==> config.mk <==
export PLATFORM = sky130hd
export DESIGN_NAME = reload_timer16
export DESIGN_NICKNAME = d
export VERILOG_FILES = /design/src/rtl/reload_timer16.sv
export SDC_FILE = /design/constraint.sdc
export NUM_CORES = 1
export LEC_CHECK = 0
export BUFFER_PORTS_ARGS = -buffer_cell sky130_fd_sc_hd__buf_2
export CAP_MARGIN = 20
export CORE_AREA = 2 2 50 99
export DETAILED_ROUTE_END_ITERATION = 16
export DIE_AREA = 0 0 52 101
export GPL_ROUTABILITY_DRIVEN = 0
export PLACE_DENSITY = 0.77
export SLEW_MARGIN = 20
export SYNTH_ARGS = -nofsm -noshare
export SYNTH_HDL_FRONTEND = slang
export SYNTH_SLANG_ARGS = --single-unit
==> constraint.sdc <==
create_clock -name clk -period 2.5 [get_ports clk]
set_clock_uncertainty 0.2 [all_clocks]
set_input_delay 0.25 -clock clk [delete_from_list [all_inputs] [get_ports clk]]
set_output_delay 0.25 -clock clk [all_outputs]
set_load 0.05 [all_outputs]
==> src/rtl/reload_timer16.sv <==
`timescale 1ns/1ps
module reload_timer16 #(
  parameter int W = 16
) (
  input  logic         clk,
  input  logic         rst_n,
  input  logic         cnt_tick,
  input  logic         ext_in,
  input  logic         wr_en,
  input  logic         wr_addr,
  input  logic [W-1:0] wr_data,
  output logic [7:0]   ctrl_q,
  output logic [W-1:0] count_q,
  output logic         irq,
  output logic         tout
);

  logic [W-1:0] reload_q, cnt_q;
  logic [2:0]   mode_q, sync_q;
  logic         en_q, rsel_q, uf_q, ie_q, run_q, edge_hit;

  wire ctrl_wr = wr_en & ~wr_addr;
  wire rld_wr  = wr_en & wr_addr;
  wire en_next = ctrl_wr ? wr_data[0] : en_q;
  wire rise    = sync_q[1] & ~sync_q[2];
  wire fall    = ~sync_q[1] & sync_q[2];

  always_comb begin
    case (mode_q)
      3'b001:  edge_hit = rise;
      3'b010:  edge_hit = fall;
      3'b011:  edge_hit = rise | fall;
      default: edge_hit = 1'b0;
    endcase
  end

  wire start   = en_next & ((ctrl_wr & wr_data[1]) | edge_hit);
  wire gate_ok = ~mode_q[2] | (sync_q[1] == mode_q[0]);
  wire step    = run_q & en_next & cnt_tick & gate_ok & ~start;
  wire under   = step & (cnt_q == '0);

  always_ff @(posedge clk or negedge rst_n) begin
    if (!rst_n) begin
      reload_q <= '0;
      cnt_q    <= '0;
      mode_q   <= '0;
      sync_q   <= '0;
      en_q     <= 1'b0;
      rsel_q   <= 1'b0;
      uf_q     <= 1'b0;
      ie_q     <= 1'b0;
      run_q    <= 1'b0;
    end else begin
      sync_q <= {sync_q[1:0], ext_in};
      if (rld_wr) reload_q <= wr_data;
      if (ctrl_wr) begin
        en_q   <= wr_data[0];
        rsel_q <= wr_data[2];
        ie_q   <= wr_data[4];
        mode_q <= wr_data[7:5];
        if (!wr_data[3]) uf_q <= 1'b0;
      end
      if (under) uf_q <= 1'b1;
      if (!en_next) begin
        run_q <= 1'b0;
      end else if (start) begin
        cnt_q <= reload_q;
        run_q <= 1'b1;
      end else if (step) begin
        if (cnt_q == '0) begin
          if (rsel_q) cnt_q <= reload_q;
          else begin
            cnt_q <= '1;
            run_q <= 1'b0;
          end
        end else begin
          cnt_q <= cnt_q - 1'b1;
        end
      end
    end
  end

  assign ctrl_q  = {mode_q, ie_q, uf_q, rsel_q, 1'b0, en_q};
  assign count_q = cnt_q;
  assign irq     = uf_q & ie_q;
  assign tout    = run_q;

  a_r4_park: assert property (@(posedge clk) disable iff (!rst_n)
    (under && !rsel_q) |=> (cnt_q == '1 && !run_q));
  a_r5_reload: assert property (@(posedge clk) disable iff (!rst_n)
    (under && rsel_q && en_next) |=> (run_q && cnt_q == $past(reload_q)));
  a_r6_flag_set: assert property (@(posedge clk) disable iff (!rst_n)
    under |=> uf_q);
  a_r6_no_spurious: assert property (@(posedge clk) disable iff (!rst_n)
    (!uf_q && !under) |=> !uf_q);
  a_r11_stop: assert property (@(posedge clk) disable iff (!rst_n)
    (ctrl_wr && !wr_data[0]) |=> (!run_q && $stable(cnt_q)));
  a_r3_hold: assert property (@(posedge clk) disable iff (!rst_n)
    (!start && !step) |=> $stable(cnt_q));
  a_r12_begin: assert property (@(posedge clk) disable iff (!rst_n)
    $rose(run_q) |-> $past(start));

endmodule

; ---- Yosys cells after proc, flatten, opt, wreduce, memory -nomap -nowiden
; Cells that the tools add are included.
[totals]
reg_bits = 43
latch_bits = 0
ramBits = 0
rom_bits = 0
memories = 0
[classes]
add_sub_neg = 1
multipliers = 0
n_div = 0
magnitude_cmp = 0
eq_ne = 8
shifts = 0
n_mux = 14
bitwise = 20
n_reduce_logical = 6
[op_table]
columns = op, n
row1 = $mux W16, 4
row2 = $logic_not A16 Y1, 1
row3 = $sub A16 B1 Y16 const B, 1
row4 = $and A1 B1 Y1, 12
row5 = $mux W1, 9
row6 = $eq A3 B2 Y1 const B, 2
row7 = $ne A3 B1 Y1 const B, 2
row8 = $not A1 Y1, 5
row9 = $reduce_and A2 Y1, 2
row10 = $reduce_bool A2 Y1, 2
row11 = $eq A3 B1 Y1 const B, 1
row12 = $ne A3 B2 Y1 const B, 1
row13 = $or A1 B1 Y1, 3
row14 = $pmux W1 S3, 1
row15 = $reduce_and A3 Y1, 1
row16 = $ne A2 B1 Y1 const B, 1
row17 = $eq A1 B1 Y1, 1

; ---- Logic depth before layout (Yosys ltp)
[logic_depth]
word_depth = 11
ltp_mapped = 9
depth_no_buf = 7

; ---- Worst setup path after synthesis
; No wires, ideal clock.
[synth_timing]
kind = reg2reg
from = register cnt_q[0] (netlist: count_q[0])
to = register cnt_q[1] (netlist: count_q[1])
arrival_time_ps = 2166
t_required_ps = 2164
path_slack_ps = -3
stages_incl_launch_ff = 10
path_cell_list = dfrtp_1 -> inv_1 -> ha_1 -> nor4b_2 -> nand2_2 -> or2_1 -> buf_6 -> o311ai_4 -> buf_6 -> a22oi_4
[synth_between]
elab_chain_len = 4
elab_cells_between_ends = 5
[synth_rtl]
columns = element, line
row1 = from (decl), 18  ; logic [W-1:0] reload_q, cnt_q;
row2 = from (signal assigned), 67  ; cnt_q <= reload_q;
row3 = from (signal assigned), 71  ; if (rsel_q) cnt_q <= reload_q;
row4 = from (signal assigned), 77  ; cnt_q <= cnt_q - 1'b1;
row5 = $sub A16 B1 Y16 or $logic_not A16 Y1 (tied branches), "77, 70"
row6 = $mux W16 (*), 70  ; if (cnt_q == '0) begin
row7 = $mux W16 (*), 69  ; end else if (step) begin
row8 = $mux W16 (*), 66  ; end else if (start) begin
; Mark *: on every way between the ends. The rest lies on a longest branch, timed or not. The select of a mux whose other input is x is not followed.
; A chain may end at the register's enable or synchronous reset.

; ---- Final worst setup path
[layout_timing]
from = register cnt_q[0] (netlist: count_q[0])
to = register cnt_q[10] (netlist: count_q[10])
; The elaborated chain is that of the path after synthesis.

==> qor.yml <==
power_and_ir_drop:
  cellPowerDensity_mw_per_mm2: 873
  leakagePower_nw: 1.35
  p_sw_mw: 1.16
  sw_frac_of_total_pct: 45.3
  p_int_mw: 1.40
  p_comb_share_pct: 40.8
  max-vdd-ir-drop_uv: 549
  p_clk_share_pct: 18.0
  p_seq_share_pct: 41.2
sta:
  setup-violations-final: 0
  worstMarginPinSlew_ps: 690
  final_max_slew_viol_count: 0
  max_freq_mhz: 431
  min_period_ps: 2320
  timing.final.crit_share_pct: 92.8
  rsz0062_at_grt: "no"
  slew_headroom_pct: 53.9
  hold_viol: 0
  holdWs_ps: 8.44
  tns_ps: 0
layout:
  drive_gt1_share_pct: 37.4
  fillers: 379
  final_cell_mix: "buf_2 (46), dfrtp_1 (42), inv_1 (25)"
  area_growth_pct: 22.5
  antenna_cells: 0
  layout_commonest_cell: "buf_2"
  fin_util_pct: 65.0
  fin_area_mm2: 0.00293
  nNetsFinal: 314
clocking:
  tritoncts: "done"
  cts-buffers-inserted: 5
  clock-sinks: 43
  clockBufferDepth: 2
  clock_latency_ps: 300
  cts_htree_levels: 2
  clk_pin_slew_ps: 80
  root_buffer: "clkbuf_8"
  post_cts_resize_count: 0
placed_design:
  place_area_mm2: 0.00268
  place_hpwl_um: 4040
  io_buffers: 46
synth:
  synth-edff-count: 0
  syn-cell-area_mm2: 0.00239
  ys_ff_latch: 43
  synth_cell_types: 54
  avgSynthCellArea_um2: 10.9
  synth_warnings: 0
  synth-async-reset-ratio_pct: 100
  synth.yosys.seq_area_share_pct: 44.9
  syn_nets: 246
  synthFlopType: "dfrtp_1"
  synthCells: 220
die:
  fp.dieH_um: 101
  dieArea_mm2: 0.00525
  start_util_pct: 53.1
  core_mm2: 0.00451
  die_w_um: 52
  rows: 35
  io_pins: 48
global_routing:
  antenna_found_initial: 0
  grt_pass1_wl_um: 9110
  overflow: 0
  grt_pass1_vias: 1976
  grt.total_usage_pct: 23.4
  grt_max_degree: 29
setup_path:
  crit_family: "simple AND/OR/NAND/NOR gates"
  endpoint_kind: "register"
  cp-start-kind: "register"
  cpPeakStageDelay_ps: 460
  reg2reg_slack_ps: 180
  path_buf_inv: 2
  path_class: "register to register"
  cp.required_ps: 2470
  reg2reg_from: "count_q[0]"
  worstReg2RegEnd: "count_q[10]"
  critPathMaxFanout: 7
  reg2regPathDepth: 8
  cpMaxStageDelayCell: "dfrtp_2"
  path_depth: 8
  cp_cell_sequence: "inv_1 > ha_1 > nor4b_2 > nand2_2 > or2_1 > o311ai_4 > buf_4 > a22oi_1"
  worstPathArrival_ps: 2290
drt:
  via_per_inst: 5.82
  drtIter0Drc: 78
  wire_per_inst_um: 16.0
  finalWirelength_um: 5490
  drtPass1Iterations: 4
  vias: 2001
  ant_nets: 0
  drc: 0
job:
  drv_cap: 0
run_status:
  status: "finished, final reports clean"
min_path:
  min_to: "reload_q[1]"
  min-delay-start: "wr_data[1]"
  hold_path_class: "input port to register"
  holdPathStages: 2
==> cells by family after synthesis <==
family / count (synthesis) / synth area share, %
AO/OA/AOI/OAI: 59 / 20.1
XOR/XNOR: 1 / 0.366
AND/OR/NAND/NOR: 52 / 13.8
buffers and inverters: 39 / 8.67
other: 1 / 0.157
adder cells (fa/ha/maj): 4 / 2.09
flip-flops: 43 / 44.9
multiplexers: 21 / 9.82
==> how the worst max path moves through the flow <==
stage	start	to	slack, ps
floorplan	count_q[1]	count_q[1]	20
global placement	count_q[0]	count_q[10]	290
detailed placement	count_q[0]	count_q[10]	230
CTS	count_q[0]	count_q[10]	190
global route	count_q[0]	count_q[10]	70
finish	count_q[0]	count_q[10]	180
==> synth_stat cells, types with 2 or more instances <==
master	n	area share, %
dfrtp_1	43	45
and3_1	4	1.0
nand2_1	7	1.1
buf_6	5	2.4
nor3_2	2	0.84
mux2_2	20	9.4
ha_1	4	2.1
and2_1	3	0.78
or2_2	2	0.52
a211o_1	2	0.73
a21o_1	2	0.63
inv_1	25	3.9
o221ai_1	3	1.1
nor3_1	2	0.42
o21ai_0	12	2.5
nand2_2	3	0.78
nand2b_1	3	0.78
nand3_1	5	1.0
nor2_1	7	1.1
buf_4	6	1.9
nand4_1	3	0.78
a21boi_0	2	0.63
o211ai_1	4	1.3
a22oi_1	5	1.6
a211o_2	5	2.1
a211oi_1	2	0.63
a21oi_1	3	0.63
a32oi_1	9	3.3
clkbuf_1	2	0.31
==> timing repair <==
action,4_1_cts,5_1_grt
hold buffers,16,0
endpoints found under the hold margin,46,0
setup buffers,0,0
==> worst register-to-register path, stage by stage, from the launching register on <==
cell and delay [ps]:
dfrtp_2 460, inv_1 110, ha_1 150, nor4b_2 210
nand2_2 80, or2_1 260, o311ai_4 390, buf_4 230
a22oi_1 100
==> registers in the layout, summed over array words and instances, names as in the netlist <==
| name | count |
|---|---|
| reload_q | 16 |
| rsel_q | 1 |
| en_q | 1 |
| uf_q | 1 |
| tout | 1 |
| ie_q | 1 |
| sync_q | 3 |
| mode_q | 3 |
| count_q | 16 |
==> per-stage QoR <==
step / std cells / power [mW] / setup slack (ps)
after floorplan: 220 / 1.82 / 22.9
after global placement: 320 / 2.06 / 290
after detailed placement: 320 / 2.09 / 226
after CTS: 344 / 2.58 / 192
after global routing: 344 / 2.70 / 73.9
final: 344 / 2.56 / 180
==> layout make-up <==
class                      instances  area (µm²)  share of cell area [%]
multi-input combinational        138        1110                    37.9
inverter                          25        93.8                    3.20
timing repair buffer              75         488                    16.6
clock inverter                     1        8.76                   0.299
sequential                        43        1080                    36.7
clock buffer                       7        86.3                    2.94
tap                               55        68.8                    2.35
==> power groups by stage <==
| stage | Combinational [mW] | Clock (mW) | Sequential, mW |
|---|---|---|---|
| 2_1_floorplan | 0.420 | 0 | 1.40 |
| 3_3_place_gp | 1.00 | 0 | 1.06 |
| 3_5_place_dp | 1.03 | 0 | 1.07 |
| 4_1_cts | 1.05 | 0.475 | 1.05 |
| 5_1_grt | 1.12 | 0.497 | 1.09 |
| 6_report | 1.05 | 0.462 | 1.06 |
==> routing by layer <==
layer | up-vias | share of wire [%] | GRT usage [%]
li1 | 938 | - | -
met1 | 988 | 40 | 28.4
met2 | 67 | 54 | 39.0
met3 | 8 | 4.2 | 3.71
met4 | 0 | 2.3 | 11.9
met5 | - | 0 | 0
(Power assumes the default switching activity.)
